**src/rtl/divsign_pkg.sv**
```systemverilog
// Shared types for the signed/unsigned divide unit.
package divsign_pkg;
    // Top-level sequencing state.
    typedef enum logic {
        DS_IDLE = 1'b0,
        DS_RUN  = 1'b1
    } ds_state_e;
endpackage

```
**src/rtl/divsign_mag.sv**
```systemverilog
// Operand magnitude extraction.
// Produces the unsigned magnitude of one operand and its sign flag.
// Assumes a negated most-negative value is read as an unsigned WIDTH-bit
// number, so it needs no extra bit.
module divsign_mag #(
    parameter int WIDTH = 32
) (
    input  logic [WIDTH-1:0] val_i,
    input  logic             sgn_i,
    output logic [WIDTH-1:0] mag_o,
    output logic             neg_o
);
    // Sign is meaningful only in signed mode.
    assign neg_o = sgn_i & val_i[WIDTH-1];
    // Two's-complement negate when negative.
    assign mag_o = neg_o ? (~val_i + WIDTH'(1)) : val_i;
endmodule

```
**src/rtl/divsign_core.sv**
```systemverilog
// Iterative unsigned restoring divider, radix 2**LOG2_RADIX.
// Each active cycle picks the largest quotient digit whose shifted multiple
// of the divisor fits in the partial remainder. A zero divisor yields an
// all-ones quotient and leaves the dividend untouched.
// Assumes load_i is raised only when the core is not running.
module divsign_core #(
    parameter int WIDTH      = 32,
    parameter int LOG2_RADIX = 2
) (
    input  logic             clk,
    input  logic             rst_n,
    input  logic             load_i,
    input  logic [WIDTH-1:0] dvd_i,
    input  logic [WIDTH-1:0] dvs_i,
    output logic             fin_o,
    output logic [WIDTH-1:0] quo_o,
    output logic [WIDTH-1:0] rem_o
);
    localparam int RADIX = 1 << LOG2_RADIX;
    localparam int STEPS = (WIDTH + LOG2_RADIX - 1) / LOG2_RADIX;
    localparam int TOPSH = (STEPS - 1) * LOG2_RADIX;
    localparam int SW    = $clog2(TOPSH + 2);
    localparam int PW    = WIDTH + LOG2_RADIX;

    logic [WIDTH-1:0]      rem_q, quo_q, dvs_q;
    logic [SW-1:0]         sh_q;
    logic                  run_q, fin_q;
    logic [WIDTH-1:0]      hi;
    logic [PW-1:0]         prod [RADIX];
    logic [RADIX-1:0]      fits;
    logic [LOG2_RADIX-1:0] digit;
    logic [WIDTH-1:0]      new_hi, low_mask, rem_nx, quo_nx;

    // Partial remainder aligned to the current digit position.
    assign hi = rem_q >> sh_q;

    // Candidate multiples of the divisor, one per digit value.
    for (genvar i = 0; i < RADIX; i++) begin : g_cand
        assign prod[i] = PW'(i) * PW'(dvs_q);
        assign fits[i] = (PW'(hi) >= prod[i]);
    end

    // Highest fitting candidate selects the digit.
    always_comb begin
        digit = '0;
        for (int k = 0; k < RADIX; k++) begin
            if (fits[k]) digit = LOG2_RADIX'(k);
        end
    end

    // Next remainder and quotient.
    always_comb begin
        new_hi   = hi - WIDTH'(prod[digit]);
        low_mask = ~({WIDTH{1'b1}} << sh_q);
        rem_nx   = (new_hi << sh_q) | (rem_q & low_mask);
        quo_nx   = quo_q | WIDTH'(PW'(digit) << sh_q);
    end

    // Load, step and finish sequencing.
    always_ff @(posedge clk) begin
        if (!rst_n) begin
            rem_q <= '0;
            quo_q <= '0;
            dvs_q <= '0;
            sh_q  <= '0;
            run_q <= 1'b0;
            fin_q <= 1'b0;
        end else begin
            fin_q <= 1'b0;
            if (load_i) begin
                rem_q <= dvd_i;
                quo_q <= '0;
                dvs_q <= dvs_i;
                sh_q  <= SW'(TOPSH);
                run_q <= 1'b1;
            end else if (run_q) begin
                rem_q <= rem_nx;
                quo_q <= quo_nx;
                if (sh_q == '0) begin
                    run_q <= 1'b0;
                    fin_q <= 1'b1;
                end else begin
                    sh_q <= sh_q - SW'(LOG2_RADIX);
                end
            end
        end
    end

    assign fin_o = fin_q;
    assign quo_o = quo_q;
    assign rem_o = rem_q;
endmodule

```
**src/rtl/divsign_fix.sv**
```systemverilog
// Result sign correction.
// Negates the magnitude quotient and remainder as flagged, wrapping to WIDTH.
// Assumes the flags were settled at operation start.
module divsign_fix #(
    parameter int WIDTH = 32
) (
    input  logic [WIDTH-1:0] uq_i,
    input  logic [WIDTH-1:0] ur_i,
    input  logic             neg_q_i,
    input  logic             neg_r_i,
    output logic [WIDTH-1:0] q_o,
    output logic [WIDTH-1:0] r_o
);
    // Conditional two's-complement negation of each result.
    assign q_o = neg_q_i ? (~uq_i + WIDTH'(1)) : uq_i;
    assign r_o = neg_r_i ? (~ur_i + WIDTH'(1)) : ur_i;
endmodule

```
**src/rtl/divsign_top.sv**
```systemverilog
// Signed/unsigned integer divide and remainder unit.
// Takes magnitudes at start, runs the unsigned core, then applies signs:
// the quotient is negated when the signs differ and the divisor is non-zero,
// and the remainder is negated when the dividend is negative.
// Assumes start is honoured only while idle.
module divsign_top #(
    parameter int WIDTH      = 32,
    parameter int LOG2_RADIX = 2
) (
    input  logic             clk,
    input  logic             rst_n,
    input  logic             start,
    input  logic             is_signed,
    input  logic [WIDTH-1:0] dividend,
    input  logic [WIDTH-1:0] divisor,
    output logic             busy,
    output logic             done,
    output logic [WIDTH-1:0] quotient,
    output logic [WIDTH-1:0] remainder
);
    import divsign_pkg::*;

    ds_state_e        state_q;
    logic             neg_q_q, neg_r_q, done_q, accept;
    logic [WIDTH-1:0] quo_q, rem_q;
    logic [WIDTH-1:0] dvd_mag, dvs_mag, core_q, core_r, fix_q, fix_r;
    logic             dvd_neg, dvs_neg, core_fin;

    assign accept = start && (state_q == DS_IDLE);

    divsign_mag #(.WIDTH(WIDTH)) u_mag_dvd (
        .val_i(dividend), .sgn_i(is_signed), .mag_o(dvd_mag), .neg_o(dvd_neg)
    );
    divsign_mag #(.WIDTH(WIDTH)) u_mag_dvs (
        .val_i(divisor), .sgn_i(is_signed), .mag_o(dvs_mag), .neg_o(dvs_neg)
    );

    divsign_core #(.WIDTH(WIDTH), .LOG2_RADIX(LOG2_RADIX)) u_core (
        .clk(clk), .rst_n(rst_n), .load_i(accept),
        .dvd_i(dvd_mag), .dvs_i(dvs_mag),
        .fin_o(core_fin), .quo_o(core_q), .rem_o(core_r)
    );

    divsign_fix #(.WIDTH(WIDTH)) u_fix (
        .uq_i(core_q), .ur_i(core_r), .neg_q_i(neg_q_q), .neg_r_i(neg_r_q),
        .q_o(fix_q), .r_o(fix_r)
    );

    // Sequencing, sign-flag capture and result registration.
    always_ff @(posedge clk) begin
        if (!rst_n) begin
            state_q <= DS_IDLE;
            neg_q_q <= 1'b0;
            neg_r_q <= 1'b0;
            done_q  <= 1'b0;
            quo_q   <= '0;
            rem_q   <= '0;
        end else begin
            done_q <= 1'b0;
            case (state_q)
                DS_IDLE: if (start) begin
                    state_q <= DS_RUN;
                    neg_q_q <= (dvd_neg ^ dvs_neg) && (divisor != '0);
                    neg_r_q <= dvd_neg;
                end
                DS_RUN: if (core_fin) begin
                    state_q <= DS_IDLE;
                    quo_q   <= fix_q;
                    rem_q   <= fix_r;
                    done_q  <= 1'b1;
                end
                default: state_q <= DS_IDLE;
            endcase
        end
    end

    assign busy      = (state_q == DS_RUN);
    assign done      = done_q;
    assign quotient  = quo_q;
    assign remainder = rem_q;
endmodule

```
**config.mk**
```make
export PLATFORM = sky130hd
export DESIGN_NAME = divsign_top
export DESIGN_NICKNAME = d
export VERILOG_FILES = /design/src/rtl/divsign_pkg.sv /design/src/rtl/divsign_mag.sv /design/src/rtl/divsign_core.sv /design/src/rtl/divsign_fix.sv /design/src/rtl/divsign_top.sv
export SDC_FILE = /design/constraint.sdc
export NUM_CORES = 1
export LEC_CHECK = 0
export CORE_UTILIZATION = 55
export DETAILED_ROUTE_END_ITERATION = 12
export DONT_BUFFER_PORTS = 1
export GPL_ROUTABILITY_DRIVEN = 0
export PLACE_DENSITY = 0.72
export REMOVE_ABC_BUFFERS = 1
export SETUP_SLACK_MARGIN = 0.02
export SLEW_MARGIN = 5
export SYNTH_ARGS = -nofsm -noshare
export SYNTH_HDL_FRONTEND = slang
export SYNTH_SLANG_ARGS = --single-unit
```
**constraint.sdc**
```tcl
create_clock -name clk -period 15.7 [get_ports clk]
set_clock_uncertainty 0.05 [all_clocks]
set_input_delay 1.57 -clock clk [delete_from_list [all_inputs] [get_ports clk]]
set_output_delay 1.57 -clock clk [all_outputs]
set_load 0.05 [all_outputs]
```
======== Yosys cells after proc, flatten, opt, wreduce, memory -nomap -nowiden ========
Index checks and enable logic that the tools add are counted.
operators by class
  equal/unequal tests ..................... 1
  multiplexer cells ....................... 23
  add/subtract/negate cells ............... 6
  reductions and logical operators ........ 12
  magnitude comparators ................... 4
  shift-type cells ........................ 4
  bitwise operators ....................... 16
  multiply operators ...................... 1
operators with widths
  cell                                                                 number
  32-bit two-way mux                                                   8
  32-bit NOT                                                           5
  32-bit by 1-bit adder with 32-bit output, second input constant      4
  34-bit binary-select mux with 2-bit select                           1
  32-bit OR                                                            2
  32-bit by 34-bit >= comparator with 1-bit output                     1
  2-bit by 32-bit multiplier with 34-bit output, first input constant  1
  32-bit by 33-bit >= comparator with 1-bit output                     1
  32-bit AND                                                           1
  32-bit >= comparator                                                 1
  32-bit nonzero test                                                  1
  2-bit by 5-bit left shift with 32-bit output                         1
  32-bit by 5-bit left shift with 32-bit output                        1
  32-bit by 5-bit left shift with 32-bit output, first input constant  1
  32-bit by 5-bit right shift with 32-bit output                       1
  32-bit subtractor                                                    1
  5-bit two-way mux                                                    3
  2-bit AND reduction                                                  5
  1-bit two-way mux                                                    8
  5-bit logical NOT                                                    1
  5-bit by 2-bit subtractor with 5-bit output, second input constant   1
  2-bit two-way mux                                                    2
  1-bit NOT                                                            4
  3-bit >= comparator, second input constant                           1
  9 further kinds                                                      11
word-level totals
  register bits after elaboration ......... 171
  input port bits ......................... 68

======== Logic depth before layout (Yosys ltp) ========
  depth in word-level cells ............... 14
  gate-level depth with buffers ........... 36
  depth with buffers taken out ............ 34

======== Cells and area by module ========
Synthesis repeated with hierarchy kept, for this count alone.
second synthesis, totals
  cell total of the unflattened synthesis .. 2,311
  area total of the unflattened synthesis .. 17,732.0 um^2
by module, submodules not included
  module        area each (um^2)  sequential area each (um^2)  times used  cells an instance
  divsign_core  12,737.2          2,042.0                      1           1,737
  divsign_top   2,184.6           1,361.3                      1           166
  divsign_mag   706.9             0.0                          2           106
  divsign_fix   1,396.3           0.0                          1           196

======== Worst setup path before layout ========
OpenSTA, ideal clock, no wires.
  kind .................................... register to register
  start point ............................. register u_core.dvs_q[6]
  end point ............................... register u_core.rem_q[27] (netlist: u_core.rem_o[27])
  data arrival time ....................... 7.525 ns
  stages on the path, launching flop included .. 32
  slack ................................... 8.010 ns
  library setup time ...................... 0.115 ns
  data required time ...................... 15.535 ns
  cell sequence ........................... dfxtp_1 ha_1 a2111oi_0 o21ai_0 and3b_1 nor4_2 o31ai_1 a21o_1 a21oi_1 xor2_1 ha_1 and4_1 o31a_1 o211ai_1 a21oi_1 o311ai_0 nor3_1 mux2i_1 clkbuf_1 buf_2 a21oi_1 ha_1 o2111ai_1 a211o_1 a211oi_4 o21ai_0 a21boi_0 o311ai_0 o21ai_0 a2bb2oi_1 or4b_1 a31o_1
on the way
  cells in the longest elaborated chain, start to end .. 13
  elaborated cells between the ends (all ways) .. 16
  those cells by class .................... 1 x add/sub; 1 x mul; 3 x order compare; 1 x shift; 8 x mux; 2 x bitwise
RTL lines
  item                                                                                                   RTL line            RTL
  from (decl)                                                                                            divsign_core.sv:25  logic [WIDTH-1:0] rem_q, quo_q, dvs_q;
  from (signal assigned)                                                                                 divsign_core.sv:73  dvs_q <= dvs_i;
  parallel branches: the longest is 5 deep, another holds 2-bit by 32-bit multiplier with 34-bit output  n/a
  34-bit binary-select mux with 2-bit select (*)                                                         divsign_core.sv:53  new_hi = hi - WIDTH'(prod[digit]);
  32-bit two-way mux (not written as such) (*) (2 in series)                                             divsign_core.sv:53
  32-bit subtractor (*)                                                                                  divsign_core.sv:53
  32-bit by 5-bit left shift with 32-bit output (*)                                                      divsign_core.sv:55  rem_nx = (new_hi << sh_q) | (rem_q & low_mask);
  32-bit OR (*)                                                                                          divsign_core.sv:55
  32-bit two-way mux (*)                                                                                 divsign_core.sv:76  end else if (run_q) begin
  32-bit two-way mux (*)                                                                                 divsign_core.sv:70  if (load_i) begin
  to (signal assigned)                                                                                   divsign_core.sv:71  rem_q <= dvd_i;
  to (signal assigned)                                                                                   divsign_core.sv:77  rem_q <= rem_nx;
  to (decl)                                                                                              divsign_core.sv:25
Every way passes the cells marked *. The select of a mux whose other input is x is not followed.
A chain may end at the register's enable or synchronous reset.

======== Worst setup path in the final report ========
  start point ............................. register u_core.sh_q[2]
  end point ............................... register u_core.rem_q[31] (netlist: u_core.rem_o[31])
on the way
  cells in the longest elaborated chain, start to end .. 14
  elaborated cells between the ends (all ways) .. 19
  those cells by class .................... 1 x add/sub; 3 x order compare; 3 x shift; 8 x mux; 4 x bitwise
RTL lines
  item                                                    RTL line            RTL
  from (decl)                                             divsign_core.sv:26  logic [SW-1:0] sh_q;
  from (signal assigned)                                  divsign_core.sv:74  sh_q <= SW'(TOPSH);
  from (signal assigned)                                  divsign_core.sv:83  sh_q <= sh_q - SW'(LOG2_RADIX);
  32-bit by 5-bit right shift with 32-bit output          divsign_core.sv:35  assign hi = rem_q >> sh_q;
  32-bit >= comparator                                    divsign_core.sv:40  assign fits[i] = (PW'(hi) >= prod[i]);
  1-bit two-way mux                                       divsign_core.sv:47  if (fits[k]) digit = LOG2_RADIX'(k);
  2-bit two-way mux (2 in series)                         divsign_core.sv:47
  2-bit NOT with 3-bit output (not written as such)       divsign_core.sv:53
  34-bit binary-select mux with 2-bit select              divsign_core.sv:53
  32-bit two-way mux (not written as such) (2 in series)  divsign_core.sv:53
  32-bit subtractor                                       divsign_core.sv:53
  32-bit by 5-bit left shift with 32-bit output           divsign_core.sv:55
  32-bit OR (*)                                           divsign_core.sv:55
  32-bit two-way mux (*)                                  divsign_core.sv:76
  32-bit two-way mux (*)                                  divsign_core.sv:70
Mark *: on every way between the ends. The rest lies on a longest branch, timed or not. The select of a mux whose other input is x is not followed.

==> impl_results.md <==
- Non-Filler Instances: 2691
- Final Hold Slack: 0.453 ns
- CTS tree: done
- Final setup margin: 5.67 ns
- Slew Limit Fails: 0
- Post-CTS Repair Setup Buffers: 0
- YS warnings: 0
- Yosys top cell by area: dfxtp_1
- Async SR Flop Fraction: 0
- Sink Count: 170
- N_diodes: 0
- Crit path capture type: register
- Routed wire length: 54.7 mm
- Syn_area_per_cell: 7.28 µm²
- Vias: 17792
- DRC: 12
- HP Class: reg -> reg
- Worst Hold Depth: 2
- Critical Path Source Type: register
- Tcrit/Tclk final: 0.639
- Flops & latches, synth: 170
- Drt wl/cell: 20.3 µm
- Crit path time final: 10.03 ns
- Status: finished, violations left
- I/O pin count: 134
- Failing checks: design-rule violations
- 1st-iter DRT viols: 1947
- CTS root buf: clkbuf_16
- Final #Nets: 2520
- R2R Setup Slk: 5.67 ns
- Hold_buf cts: 0
- CTS clk-pin slew, worst paths: 0.07 ns
- Total CTS buffers: 17
- Final Hold Fails: 0
- Final ANT Viol Nets: 0
- Area growth from synthesis to layout: 3.76%
- Vias per Instance: 6.61
- Power Dens Cells: 150 nW/µm²
- VDD IR-drop max: 0.116 mV
- DIE HEIGHT: 180 µm
- Critical Path Fanout Max: 50
- Largest net degree at the start of global routing: 67
- # rows: 64
- Starting Density: 0.564
- Sequential share of the synthesized area: 0.196
- Post-cts sizing count: 0
- Core area: 30800 µm²
- EDFF count, synth: 0
- P_leak: 0.00721 µW
- Initial antenna violation count: 0
- Syn Std Cell Area: 17400 µm²
- Rel. slew slack: 0.107
- Share of cells above drive strength 1: 0.0497
- Cell count after placement: 2660
- Die X-Extent: 180 µm
- RSZ-0062 raised after global routing: false
- Reg2Reg Depth: 26
- GR Overflow Total: 0
- Final setup fails: 0
- Gr usage total: 0.333
- H-tree Lvls: 4
- Critical path arrival: 10.37 ns
- Synth top area cells: dfxtp_1, ha_1, nand2_1, o21ai_0, a21oi_1
- Post-synth cell types: 96
- RR Startpoint: u_core.sh_q[2]$_SDFFE_PN0P_
- Pre-CTS setup slack: 6.18 ns
- Worst endpoint required time: 16.04 ns
- Number of I/O port buffers: 0
- Top-area cell type share of the netlist area: 0.196
- Post-synthesis cell count: 2389
- Global-route wire length before repair: 87.1 mm
- Commonest non-fill, non-tap cell in the layout: nand2_1
- Top FF cell, synth: dfxtp_1
- Die area: 32300 µm²
- DP HPWL: 41.3 mm
- Bufs on Longest Clock Path: 2
- Min-Delay Startpoint: u_core.quo_o[31]$_SDFFE_PP0P_
- Via count of the first global-routing pass: 16468
- Setup_tns: 0 ns
- Setup crit start: u_core.sh_q[2]$_SDFFE_PN0P_
- Worst-margin pin slew: 1.31 ns
- WS Path Type: reg -> reg
- Max Cap Violations: 0
- Clk Latency, worst-skew pair: 0.47 ns
- Pre-Repair DR Iteration Count: 11
- Final core occ: 0.586
- Commonest non-fill, non-tap cells in the layout: nand2_1, nor2_1, o21ai_0, a21oi_1
- Fmax achieved: 99.7 MHz
==> Yosys cell counts (all sizes together), types with 9 or more instances <==
library cell  number
a211oi            49
a21o              55
a21oi            216
a221oi            11
a311oi            13
a31oi             37
and2              14
and3              13
buf               31
clkbuf           112
dfxtp            170
ha               167
inv               82
mux2              14
mux2i             42
mux4               9
nand2            310
nand2b            20
nand3             28
nand4             25
nor2             236
nor2b             18
nor3              51
nor4              14
o2111ai           10
o211ai            18
o21a              18
o21ai            226
o22ai             14
o311ai             9
o31ai             37
o41ai             15
or3               23
or4               19
xnor2             54
xor2             104
==> per-stage QoR <==
stage | area, µm² | power [µW]
2_1_floorplan | 16700 | 1740
3_3_place_gp | 17400 | 2130
3_5_place_dp | 17400 | 2180
4_1_cts | 18100 | 2650
5_1_grt | 18100 | 2880
6_report | 18100 | 2720
==> area by class of cell <==
cell class,instances,area [µm²]
timing repair buffer,19,143
clock inverter,13,183
sequential,170,3410
fill,2831,12800
inverter,83,312
multi-input combinational,1992,13100
tap,396,495
clock buffer,18,439
==> report_power, final <==
part	leakage, µW	switching [µW]	total, µW	internal [µW]
sequential	0.00139	63.6	519	455
combinational	0.00552	1090	1730	637
clock	0.000308	206	465	259
==> state kept, by name (all words and copies together), names as in the netlist, named ones only <==
register      cells
quotient         32
remainder        32
u_core.dvs_q     32
u_core.quo_o     32
u_core.rem_o     30
u_core.sh_q       4
busy              1
done              1
neg_q_q           1
neg_r_q           1
u_core.fin_o      1
u_core.run_q      1
==> final timing paths <==
check	end
worst min-delay path	u_core.quo_o[31]$_SDFFE_PP0P_
worst min register to register	u_core.quo_o[31]$_SDFFE_PP0P_
worst max-delay path	u_core.rem_o[31]$_SDFFE_PN0P_
worst max register to register	u_core.rem_o[31]$_SDFFE_PN0P_
==> critical path: stages, from the launching register on <==
cell       delay, ns
dfxtp_4         0.63
clkinv_1        0.76
nand2_1         0.63
nor2_1          0.07
a21oi_1         0.35
a21oi_1         0.30
ha_1            0.48
a2111oi_0       1.16
a21oi_1         0.15
o311ai_0        0.50
nor3_1          0.16
mux2i_4         0.36
buf_4           0.49
nand2_2         0.34
and2_1          0.27
ha_1            0.20
nor2b_1         0.16
o2111ai_1       0.19
a31o_2          0.37
nor4b_1         0.16
a2111oi_0       0.79
nor2_1          0.08
a221oi_1        0.50
mux2_2          0.31
a221oi_1        0.09
o2111a_1        0.18
a31oi_1         0.14
==> metal layers <==
layer	wire length, µm	vias up	global-route usage
li1	-	8527	-
met1	23100	8173	0.434
met2	23800	924	0.525
met3	5230	168	0.0691
met4	2530	0	0.154
met5	0	-	0
==> cells by family (layout without fill, tap and decap cells) <==
logic type	Yosys count	in the layout	synth area share
fa+ha+maj	169	169	0.122
buf+inv	227	133	0.0560
simple gates	801	801	0.209
xor+xnor	158	158	0.0795
mux	65	65	0.0449
flops	170	170	0.196
compound gates	799	799	0.293
Note: power is estimated with default switching activity, not from simulation.
